File: src/rtl/serial_chain_ctrl.sv
module serial_chain_ctrl #(
  parameter int N_DEV = 4,
  parameter int HALF  = 4,
  parameter int KW    = (N_DEV > 1) ? $clog2(N_DEV) : 1
) (
  input  logic          clk,
  input  logic          rst_n,
  input  logic          cmd_valid,
  output logic          cmd_ready,
  input  logic          cmd_read,
  input  logic [KW-1:0] cmd_pos,
  input  logic [23:0]   cmd_data,
  output logic          rsp_valid,
  output logic [23:0]   rsp_data,
  output logic          sclk,
  output logic          sdin,
  output logic          latch,
  input  logic          sdo
);
  localparam int FW    = 24;
  localparam int TOTAL = N_DEV * FW;
  localparam int CW    = $clog2(TOTAL + 1);
  localparam int DW    = $clog2(2 * HALF + 1);

  typedef enum logic [1:0] {IDLE, LOW, HIGH, LAT} st_t;

  st_t             st;
  logic [TOTAL-1:0] sr;
  logic [CW-1:0]   bitc, lim;
  logic [DW-1:0]   divc;
  logic            rd, sel;
  logic [FW-1:0]   cap;

  function automatic logic [TOTAL-1:0] place(logic [FW-1:0] f, logic [KW-1:0] k);
    return TOTAL'(f) << (FW * k);
  endfunction

  wire half_end = divc == DW'(HALF - 1);
  wire lat_end  = divc == DW'(2 * HALF - 1);
  wire last_bit = bitc == CW'(TOTAL - 1);

  assign cmd_ready = st == IDLE;
  assign sclk      = st == HIGH;
  assign latch     = st == LAT;
  assign sdin      = (st == LOW || st == HIGH) && sr[TOTAL-1];

  always_ff @(posedge clk or negedge rst_n) begin
    if (!rst_n) begin
      st        <= IDLE;
      sr        <= '0;
      bitc      <= '0;
      lim       <= '0;
      divc      <= '0;
      rd        <= 1'b0;
      sel       <= 1'b0;
      cap       <= '0;
      rsp_valid <= 1'b0;
      rsp_data  <= '0;
    end else begin
      rsp_valid <= 1'b0;
      case (st)
        IDLE: if (cmd_valid) begin
          rd   <= cmd_read;
          sel  <= cmd_read;
          lim  <= CW'((N_DEV - int'(cmd_pos)) * FW);
          sr   <= place(cmd_read ? {8'h02, 14'd0, cmd_data[1:0]} : cmd_data, cmd_pos);
          bitc <= '0;
          divc <= '0;
          st   <= LOW;
        end
        LOW: if (half_end) begin
          divc <= '0;
          st   <= HIGH;
          if (rd && !sel && bitc < lim) cap <= {cap[FW-2:0], sdo};
        end else divc <= divc + 1'b1;
        HIGH: if (half_end) begin
          divc <= '0;
          sr   <= sr << 1;
          if (last_bit) st <= LAT;
          else begin
            bitc <= bitc + 1'b1;
            st   <= LOW;
          end
        end else divc <= divc + 1'b1;
        LAT: if (lat_end) begin
          divc <= '0;
          if (sel) begin
            sel  <= 1'b0;
            sr   <= '0;
            bitc <= '0;
            st   <= LOW;
          end else begin
            st <= IDLE;
            if (rd) begin
              rsp_valid <= 1'b1;
              rsp_data  <= cap;
            end
          end
        end else divc <= divc + 1'b1;
        default: st <= IDLE;
      endcase
    end
  end

  logic          sclk_q;
  logic [CW-1:0] rises;
  always_ff @(posedge clk or negedge rst_n) begin
    if (!rst_n) begin
      sclk_q <= 1'b0;
      rises  <= '0;
    end else begin
      sclk_q <= sclk;
      if (latch) rises <= '0;
      else if (sclk && !sclk_q) rises <= rises + 1'b1;
    end
  end

  assert_burst_len_R3: assert property (@(posedge clk) disable iff (!rst_n)
    $rose(latch) |-> rises == CW'(TOTAL));

  assert_ready_drop_R8: assert property (@(posedge clk) disable iff (!rst_n)
    (cmd_valid && cmd_ready) |=> !cmd_ready);

  assert_rsp_after_latch_R7: assert property (@(posedge clk) disable iff (!rst_n)
    rsp_valid |-> $fell(latch));

  assert_sdin_stable_R4: assert property (@(posedge clk) disable iff (!rst_n)
    (sclk && $past(sclk)) |-> $stable(sdin));
endmodule

File: config.mk
export PLATFORM = sky130hd
export DESIGN_NAME = serial_chain_ctrl
export DESIGN_NICKNAME = d
export VERILOG_FILES = /design/src/rtl/serial_chain_ctrl.sv
export SDC_FILE = /design/constraint.sdc
export NUM_CORES = 1
export LEC_CHECK = 0
export ABC_AREA = 0
export BUFFER_PORTS_ARGS = -buffer_cell sky130_fd_sc_hd__buf_4
export CORE_AREA = 8 8 132 134
export CTS_BUF_LIST = sky130_fd_sc_hd__clkbuf_4 sky130_fd_sc_hd__clkbuf_8
export CTS_CLUSTER_SIZE = 30
export DETAILED_ROUTE_END_ITERATION = 6
export DIE_AREA = 0 0 140 142
export GPL_ROUTABILITY_DRIVEN = 0
export PLACE_DENSITY = 0.76
export SLEW_MARGIN = 20
export SYNTH_ARGS = -nofsm -noshare
export SYNTH_HDL_FRONTEND = slang
export SYNTH_SLANG_ARGS = --single-unit
File: constraint.sdc
create_clock -name clk -period 2.8 [get_ports clk]
set_input_delay 0.14 -clock clk [delete_from_list [all_inputs] [get_ports clk]]
set_output_delay 0.14 -clock clk [all_outputs]
set_load 0.02 [all_outputs]
# == Word level (Yosys, flattened, before mapping) ==
# Cells that the tools add are included.
# totals
word_cells,76
register_bits,164
output_inout_bits,29
inputBits,31
# classes
muxes,30
n_shift,1
add_sub_neg,3
mul,2
bitwise,1
eq_ne,12
reduce_logical,16
order_cmp,1
# ops
operator,count
$mux 96,4
$pmux 96 s3,1
$shl 24x7->96,1
$mux 7,5
$mux 24,1
$pmux 7 s3,1
$mux 4,3
$pmux 4 s3,1
$mux 2,5
$pmux 2 s4,1
$reduce_and 4->1,2
$add 7x1->7 const B,1
$eq 7x7->1 const B,1
$lt 7x7->1,1
$mux 1,7
$ne 2x1->1 const B,3
$ne 2x2->1 const B,3
$reduce_and 3->1,2
$reduce_and 6->1,1
$reduce_and 5->1,1
$add 4x1->4 const B,1
$eq 2x2->1 const B,2
$eq 4x2->1 const B,1
$eq 4x3->1 const B,1
14 further kinds,16

# == Longest topological paths before layout ==
# Gate-level depths: netlist (run 1).
# logic_depth
word_depth,4
depth_mapped,9
ltp_nobuf,6

# == Least setup slack after synthesis (run 1) ==
# Ideal clock, no wire load.
# synth_timing
kind,reg2reg
start,reg st[0]
end,reg sr[73]
arrival_ns,2.273
required_ns,2.721
stages_incl_launch_ff,10
setup_ns,0.079
path_slack_ns,0.447
n_path_buf,3
period_less_slack_ns,2.353
path_cell_list,dfrtp_1 -> inv_1 -> ha_1 -> clkbuf_1 -> or4b_2 -> clkbuf_1 -> buf_2 -> a211oi_1 -> a21oi_1 -> a2bb2oi_1
# synth_via
elab_chain_len,3
elab_cells_between_ends,10
cone_classes,eq/ne (6); mux (1); reduce/logical (3)
# synth_lines
element,line,text
start: declaration,27,st_t st;
start signal: assignment,49,st <= IDLE;
start signal: assignment,69,st <= LOW;
start signal: assignment,73,st <= HIGH;
$eq 2x2->1 (*),-,
via sclk,15,"output logic sclk,"
$ne 2x1->1 (no source line) / $reduce_bool 3->1 (equally long branches),-,
$reduce_and 5->1 (no source line),-,
end signal: assignment,66,"sr <= place(cmd_read ? {8'h02, 14'd0, cmd_data[1:0]} : cmd_data, cmd_pos);"
end signal: assignment,78,sr <= sr << 1;
end: declaration,28,logic [TOTAL-1:0] sr;
# Mark *: on every way through the listed nets, which the timed path passes. The rest lies on a longest branch.
# A chain may end at the register's enable or synchronous reset.

# == Worst setup path in the final report (run 1) ==
# layout_timing
start,reg st[0]
end,out sclk
# layout_via
elab_chain_len,1
# layout_lines
element,line,text
$eq 2x2->1,43,assign sclk = st == HIGH;
end: declaration,15,
# No other way between the ends.

==> results.ini, run 1 <==
[die]
start_util_pct = 53.4
die_x_um = 140
coreArea_um2 = 15400
pin_count = 60
die_area_um2 = 19900
die_h_um = 142
rows = 46

[detailed_routing]
wire_per_inst_um = 21.2
drtPass1Iterations = 6
drt_iter0_drc = 824
ant_nets = 0
drt_wl_total_mm = 22.3
route.vias.total = 7048
avgViaCountPerCell = 6.71
drc_errors = 0

[global_route]
antenna_found_initial = 0
grt_pass1_wl_mm = 36.8
grt_usage_pct = 22.9
grt_pass1_vias = 6883
grt_max_degree = 82
gr-total-overflow = 0

[logic_synthesis]
yosysTopAreaCell = dfrtp_1
synth_warnings = 0
synth.distinct_cells = 60
synthCells = 807
synth_top_area_share_pct = 49.8
netlist_top_cells_count = dfrtp_1 (164), o21ai_0 (89), a21oi_1 (87)
syn_area_um2 = 8240
ys_ff_latch = 164
ys_seq_area_share_pct = 49.8
synthTopCellsByArea = dfrtp_1 (50%), mux2_2 (7.7%), o21ai_0 (5.4%)
synth_edf_count = 0
synth-main-ff-cell = dfrtp_1
synthArstFlopShare_pct = 100
synth.avg_cell_area_um2 = 10.2
syn-num-nets = 853
synth_most_common_cell = dfrtp_1

[worst_setup_path]
cp_slowest_cell = buf_4
crit_fanout = 43
cp-start-kind = flop
max_stage_delay_ps = 470
crit_arrival_ps = 2400
crit_required_ps = 2660
setup.worst_path.end_class = output port
reg2reg_slack_ps = 340
path_class = reg2out
crit_chain = inv_1 -> ha_4 -> buf_4 -> buf_4 -> buf_4
critPathMostFrequentCell = buf_4

[power_and_ir_drop]
cellPowerDensity_nw_per_um2 = 485
clkPwrFrac_pct = 39.7
p_seq_share_pct = 51.7
power.total_uw = 4580
p_comb_share_pct = 8.6
leakagePower_uw = 0.00417
power_switching_uw = 1300
p_int_uw = 3290
power.share.switching_pct = 28.3
vdd_drop_max_v = 0.000312

[timing]
fin_tns_setup_ps = 0
slew_viol_final = 0
hold_violations = 0
min_period_ps = 2540
skew_ps = 19.0
rsz0062_at_grt = no
achievable-frequency_mhz = 394
post-route-period-util_pct = 90.6
finalSetupViolCount = 0
max_slew_margin_pct = 33.1
worst_pin_slew_ps = 1000
holdWs_ps = 16.7

[layout]
final_core_util_pct = 61.2
drive_gt1_share_pct = 22.0
area_growth_pct = 14.6
diodes = 0
fin_nets = 891
final_area_um2 = 9450

[cts]
cts.sink_count = 164
cts_root_buffer = clkbuf_8
clockBufferDepth = 2
numCtsBuffers = 17
clk_pin_slew_ps = 90
clkLatencyLatePin_ps = 470
cts_tree = built
htree_num_levels = 4

[placed_design]
hpwl_mm = 14.5
io_buffers = 59
place_area_um2 = 8940

[worst_hold_path]
hp-class = in2reg

[run_status]
outcome = complete, no violations

[run]
drv_cap = 0

routing by layer:
metal  track usage, %  vias to the layer above  part of all wire [%]
met5                0                        -                     0
met4             10.0                        0                   3.4
met3             5.37                       62                   9.7
met2             35.9                      417                    47
met1             30.0                     3439                    40
li1                 -                     3130                     -
critical path: cells and delay by family (launching register included):
kind	cells	cell delay [ps]
buf+inv	4	1250
flops	1	450
fa+ha+maj	1	240
path summary, 6_finish.rpt:
path / depth (start not counted) / startpoint / end
min reg2reg: 2 / lim[5] / lim[5]
min in group asynchronous: 2 / rst_n / sr[3]
max: 5 / st[0] / sclk
min: 3 / cmd_data[19] / sr[75]
max in group asynchronous: 3 / rst_n / lim[4]
max reg2reg: 5 / st[1] / sr[71]
power groups by stage:
stage / logic, uW / registers, uW / clock network, uW
finish: 396 / 2370 / 1820
global placement: 371 / 2420 / 0
floorplan: 197 / 2420 / 0
CTS: 388 / 2370 / 1840
detailed placement: 378 / 2420 / 0
global route: 427 / 2370 / 1960
area by class of cell:
| cell class | count | area, um2 |
|---|---|---|
| Inverter | 12 | 45.0 |
| Clock buffer | 17 | 234 |
| Fill cell | 1233 | 5980 |
| Clock inverter | 15 | 200 |
| Sequential cell | 164 | 4100 |
| Timing Repair Buffer | 90 | 759 |
| Tap cell | 192 | 240 |
| Multi-Input combinational cell | 560 | 3860 |
registers in the layout, indices dropped and copies added (netlist names):
register and count:
lim 4, st 2, rd 1, sr 96, cap 24, rsp_valid 1, rsp_data 24, sel 1
bitc 7, divc 4
timing repair:
| item | 4_1_cts | 5_1_grt |
|---|---|---|
| endpoints found under the setup margin | 0 | 0 |
| buffers inserted | 0 | 0 |
| endpoints found under the hold margin | 87 | 0 |
| hold buffers | 7 | 0 |
| gates resized for setup | 0 | 0 |
metrics by stage:
step,std cells,setup slack [ps]
global route,1050,120
finish,1050,264
detailed placement,1011,356
global placement,1011,459
floorplan,807,447
CTS,1050,260
cell usage in the layout (no fill, tap or decap), types with 3 or more instances in the layout:
master and instances:
a32oi_1 5, a31oi_1 16, or2_2 4, a221oi_1 13
clkbuf_8 17, and3_1 4, nand2b_1 8, mux2_2 56
a222oi_1 10, nor3_1 26, inv_8 4, a22oi_1 42
a21oi_1 86, dlygate4sd3_1 7, buf_12 5, buf_4 77
a221o_1 4, ha_1 14, a211oi_1 8, nand2_1 33
nor2_1 17, o21ai_0 89, dfrtp_1 164, o21ai_1 34
nor2b_1 5, mux2i_1 14, inv_1 11, a2bb2oi_1 21
inv_6 3, nand3_1 8, clkinv_8 4
cells by family after synthesis:
logic type / share of synthesized area [%]
xor gates and xnor gates: 0.213
AOI/OAI and AO/OA: 26.3
and+or+nand+nor: 8.06
buffers and inverters: 4.04
DFF: 49.8
adders and majority gates: 2.28
muxes: 9.35
Power figures use the tool's default switching activity.
==> inputs of run 2 (changes only) <==
SETUP_SLACK_MARGIN = 0.3   (was not set)
==> run 2 against run 1 <==
Effect of this change:
- count of clock-buffer cells in the layout is the same
- combinational power about the same
- sequential cell count unchanged
- sequential power about the same
- non-clock buffer count is the same
- worst hold slack got worse by 1.3 ps
- clock power hardly changed
- setup slack better by 130 ps
- critical path depth stayed put
==> results.ini, run 2 (synthesis gave the netlist of run 1 again) <==
[global_route]
grt_pass1_vias = 6878  ; -0.073%
grt_max_degree = 82  ; unchanged
grt_usage_pct = 22.9  ; -0.036 points
antenna_found_initial = 0  ; unchanged
gr-total-overflow = 0  ; unchanged
grt_pass1_wl_mm = 36.7  ; -0.13%

[worst_setup_path]
crit_arrival_ps = 2790  ; +390 ps
reg2reg_slack_ps = 400  ; +60 ps
cp-start-kind = flop
crit_required_ps = 3180  ; +520 ps
setup.worst_path.end_class = flop
crit_fanout = 9  ; -79%
path_class = reg2reg

[cts]
clockBufferDepth = 2  ; unchanged
htree_num_levels = 4  ; unchanged
cts_root_buffer = clkbuf_8
cts_tree = built
clkLatencyLatePin_ps = 470  ; about the same
numCtsBuffers = 17  ; unchanged
cts.sink_count = 164  ; unchanged
postCtsSetupBuffers = 0  ; unchanged
clk_pin_slew_ps = 100  ; about the same

[die]
die_x_um = 140  ; unchanged
die_h_um = 142  ; unchanged
pin_count = 60  ; unchanged
coreArea_um2 = 15400  ; unchanged
die_area_um2 = 19900  ; unchanged
rows = 46  ; unchanged
start_util_pct = 53.4  ; unchanged

[detailed_routing]
drt_wl_total_mm = 22.3  ; -0.14%
route.vias.total = 7041  ; -0.099%
ant_nets = 0  ; unchanged
wire_per_inst_um = 21.2  ; -0.14%
drtPass1Iterations = 7  ; +1
drc_errors = 0  ; unchanged
drt_iter0_drc = 801  ; -2.8%
avgViaCountPerCell = 6.71  ; about the same

[placed_design]
detailedPlace.worstSlack_ps = 356  ; unchanged
hpwl_mm = 14.5  ; unchanged
io_buffers = 59  ; unchanged

[power_and_ir_drop]
vdd_drop_max_v = 0.000309  ; -0.97%
leakagePower_uw = 0.00417  ; +0.13%
cellPowerDensity_nw_per_um2 = 484  ; -0.20%
power.total_uw = 4590  ; about the same

[timing]
fin_tns_setup_ps = 0  ; unchanged
rsz0062_at_grt = no
post-route-period-util_pct = 85.9  ; -4.7 points
achievable-frequency_mhz = 416  ; +5.5%
slew_viol_final = 0  ; unchanged
max_slew_margin_pct = 31.4  ; -1.7 points
finalSetupViolCount = 0  ; unchanged
worst_pin_slew_ps = 1030  ; +25.2 ps
min_period_ps = 2400  ; -132 ps
skew_ps = 20.3  ; +1.30 ps
hold_violations = 0  ; unchanged
setup_slack_ps = 396  ; +132 ps

[layout]
final_core_util_pct = 61.4  ; +0.17 points
fill_cells = 1234  ; +0.081%
area_growth_pct = 14.9
drive_gt1_share_pct = 22.5  ; +0.47 points
largest_reg_flops = 96  ; unchanged
register_area_um2 = 4100  ; unchanged
multi_input_area_um2 = 3870  ; +0.29%
diodes = 0  ; unchanged
final_cell_mix = dfrtp_1 (164), o21ai_0 (89), a21oi_1 (86)
regMostFlops = sr
layout_commonest_cell = dfrtp_1
fin_nets = 891  ; unchanged
top_regs = sr (96), cap (24), rsp_data (24)

[run]
drv_cap = 0  ; unchanged

[run_status]
outcome = complete, no violations

[worst_hold_path]
hp-class = in2reg

run 2: cell counts in the layout (fill, tap and decap cells not counted):
Identical to the previous run, type by type.
run 2: repair_timing:
action	CTS	global route
hold buffers	7	0
cloned	0	0
resized for setup	1	7
hold endpoints to repair	87	0
setup endpoints to repair	1	84
run 2: metrics by stage:
step | cell area, um2 | cells | hold slack, ps
after floorplan | 8240 | 807 | -156
after global placement | 8930 | 1011 | 228
after detailed placement | 8940 | 1011 | 243
after CTS | 9450 | 1050 | 0.607
after global routing | 9470 | 1050 | 21.6
final | 9470 | 1050 | 15.4
run 2: final timing paths:
check / start / end / cells past startpoint
hold / removal: cmd_data[19] / sr[75] / 3
setup / recovery: st[1] / sr[89] / 5
min in group asynchronous: rst_n / sr[3] / 2
max in group asynchronous: rst_n / lim[4] / 3
hold reg to reg: lim[3] / lim[3] / 2
setup reg to reg: st[1] / sr[89] / 5
run 2: power breakdown:
group	switching (uW)	internal [uW]	total, uW
logic	255	144	399
registers	1.67	2370	2370
clock network	1040	778	1820
run 2: cell type report:
class / instances / area share (%)
timing repair buffer: 90 / 8.18
clock buffer: 17 / 2.47
sequential: 164 / 43.3
tap: 192 / 2.54
multi-input combinational: 560 / 40.9
clock inverter: 15 / 2.11
inverter: 12 / 0.476
run 2: worst max-delay path, stage by stage, from the launching register on:
cell and delay (ps):
dfrtp_1 470, ha_1 330, nor4b_2 910, buf_4 330
o21ai_0 100, a31oi_1 180
run 2: routing by layer:
metal | global-route usage, % | vias up | share of wire [%]
met2 | 36.4 | 404 | 47
met5 | 0 | - | 0
met3 | 5.07 | 67 | 8.5
li1 | - | 3129 | -
met4 | 9.43 | 0 | 3.2
met1 | 29.9 | 3441 | 41
==> inputs of run 3 (changes only) <==
TNS_END_PERCENT = 1   (was not set)
clock period = 2.4 ns   (was 2.8 ns; I/O delays follow)
==> run 3 against run 2 <==
Effect of this change:
- critical endpoint is now sr[23]
- sequential power is 17% higher
- highest routed layer unchanged
- global-route usage is 0.26 points higher
- sequential share of layout area is 1.3 points lower
- register-to-register slack got worse by 120 ps
- maximum frequency increased by 13%
==> results.ini, run 3 (synthesis gave the netlist of run 1 again) <==
[run_status]
outcome = complete, no violations

[power_and_ir_drop]
power.total_uw = 5250  ; +14%
cellPowerDensity_nw_per_um2 = 538  ; +11%
leakagePower_uw = 0.00430  ; +3.1%
vdd_drop_max_v = 0.000518  ; +68%

[layout]
fin_nets = 918  ; +3.0%
regMostFlops = sr
final_core_util_pct = 63.3  ; +1.9 points
largest_reg_flops = 96  ; unchanged
top_regs = sr (96), cap (24), rsp_data (24)
register_area_um2 = 4110  ; about the same
drive_gt1_share_pct = 25.8  ; +3.3 points
diodes = 0  ; unchanged
fill_cells = 1185  ; -4.0%
final_cell_mix = dfrtp_1 (162), buf_4 (91), a21oi_1 (86)
layout_commonest_cell = dfrtp_1
multi_input_area_um2 = 3940  ; +1.7%
area_growth_pct = 18.4

[worst_setup_path]
path_class = reg2reg
crit_arrival_ps = 2500  ; -290 ps
setup.worst_path.end_class = flop
r2r_start = divc[0]
cp_slowest_cell = or3b_4
crit_required_ps = 2780  ; -400 ps
crit_fanout = 28  ; +19
crit_chain = ha_2 -> or3b_4 -> a221oi_4 -> nand2_2 -> buf_12 -> o21ai_0
critPathLaunch = divc[0]
reg2reg_slack_ps = 280  ; -120 ps
max_stage_delay_ps = 420  ; -490 ps
cp-start-kind = flop

[timing]
post-route-period-util_pct = 88.4  ; +2.5 points
slew_viol_final = 0  ; unchanged
finalSetupViolCount = 0  ; unchanged
worst_pin_slew_ps = 569  ; -458 ps
achievable-frequency_mhz = 471  ; +13%
rsz0062_at_grt = yes
hold_violations = 0  ; unchanged
max_slew_margin_pct = 61.9  ; +31 points
skew_ps = 14.4  ; -5.91 ps
fin_tns_setup_ps = 0  ; unchanged
min_period_ps = 2120  ; -282 ps

[cts]
clkLatencyLatePin_ps = 470  ; about the same
cts_root_buffer = clkbuf_8
numCtsBuffers = 17  ; unchanged
clockBufferDepth = 2  ; unchanged
clk_pin_slew_ps = 100  ; about the same
cts.sink_count = 164  ; unchanged
htree_num_levels = 4  ; unchanged
cts_tree = built

[worst_hold_path]
hp-class = in2reg
hold_start = cmd_data[4]

[detailed_routing]
drtPass1Iterations = 6  ; -1
drt_wl_total_mm = 23.2  ; +4.2%
ant_nets = 0  ; unchanged
avgViaCountPerCell = 6.69  ; -0.17%
wire_per_inst_um = 21.5  ; +1.6%
drc_errors = 0  ; unchanged
drt_iter0_drc = 989  ; +23%
route.vias.total = 7210  ; +2.4%

[global_route]
grt_util_met1_pct = 29.8  ; -0.066 points
busiest_layer = met2
grt_pass1_wl_mm = 36.8  ; +0.11%
antenna_found_initial = 0  ; unchanged
gr-total-overflow = 0  ; unchanged
grt_max_degree = 67  ; -18%
grt_usage_pct = 23.2  ; +0.26 points
grt_util_met2_pct = 35.8  ; -0.62 points
grt_pass1_vias = 7041  ; +2.4%
use_met3_pct = 7.04  ; +2.0 points

[die]
die_x_um = 140  ; unchanged
coreArea_um2 = 15400  ; unchanged
die_area_um2 = 19900  ; unchanged
rows = 46  ; unchanged
pin_count = 60  ; unchanged
start_util_pct = 53.4  ; unchanged
die_h_um = 142  ; unchanged

[placed_design]
hpwl_mm = 15.1  ; +4.2%
io_buffers = 59  ; unchanged

[run]
drv_cap = 0  ; unchanged

-- run 3: cell types whose count changed in the layout (fill, tap and decap cells not counted), sizes merged --
cell	before	now
buf	83	104
dlygate4sd3	7	12
bufinv	1	0
clkbuf	17	18
clkinv	7	8
clkinvlp	0	1
inv	19	18
-- run 3: critical path: cells and delay by family (launching register included) --
kind,cells,cell delay [ps]
and+or+nand+nor,2,640
AOI/OAI and AO/OA,2,570
adders and majority gates,1,210
DFF,1,390
buffers and inverters,1,220
-- run 3: path summary, 6_finish.rpt --
path,end,cells after the start
worst max-delay path,sr[23],6
worst min register to register,lim[3],2
worst min-delay path,sr[4],3
max in group asynchronous,sr[37],3
min in group asynchronous,sr[69],2
worst max register to register,sr[23],6
-- run 3: what timing repair did --
action | CTS | global route
hold buffers | 11 | 1
setup endpoints to repair | 130 | 131
setup buffers | 0 | 7
pin swaps | 0 | 6
resized for setup | 2 | 35
cloned | 0 | 1
endpoints found under the hold margin | 111 | 1
-- run 3: report_power, final --
part	leakage [uW]	internal (uW)	switching (uW)
Combinational	0.00184	193	306
Sequential	0.00226	2760	1.76
Clock	0.000200	786	1200
-- run 3: layer usage --
metal	vias to the layer above	wire (um)	part of all wire (%)
met2	424	10800	47
met3	77	2180	9.4
met4	0	820	3.5
li1	3183	-	-
met5	-	0	0
met1	3526	9360	40
-- run 3: metrics by stage --
| stage | hold slack (ps) | instance area, um2 | worst slack [ps] | instances |
|---|---|---|---|---|
| after floorplan | -176 | 8310 | 276 | 807 |
| after global placement | 73.4 | 9050 | 230 | 1025 |
| after detailed placement | 86.8 | 9050 | 125 | 1025 |
| final | 34.1 | 9760 | 278 | 1077 |
| after global routing | 11.3 | 9760 | 218 | 1077 |
| after CTS | 3.05 | 9570 | 144 | 1068 |
-- run 3: cell type report --
| class | count | share of cell area [%] |
|---|---|---|
| Sequential cell | 164 | 42.1 |
| Multi-Input combinational cell | 560 | 40.4 |
| Timing Repair Buffer | 117 | 10.5 |
| Tap cell | 192 | 2.46 |
| Clock buffer | 17 | 2.40 |
| Clock inverter | 15 | 1.70 |
| Inverter | 12 | 0.461 |
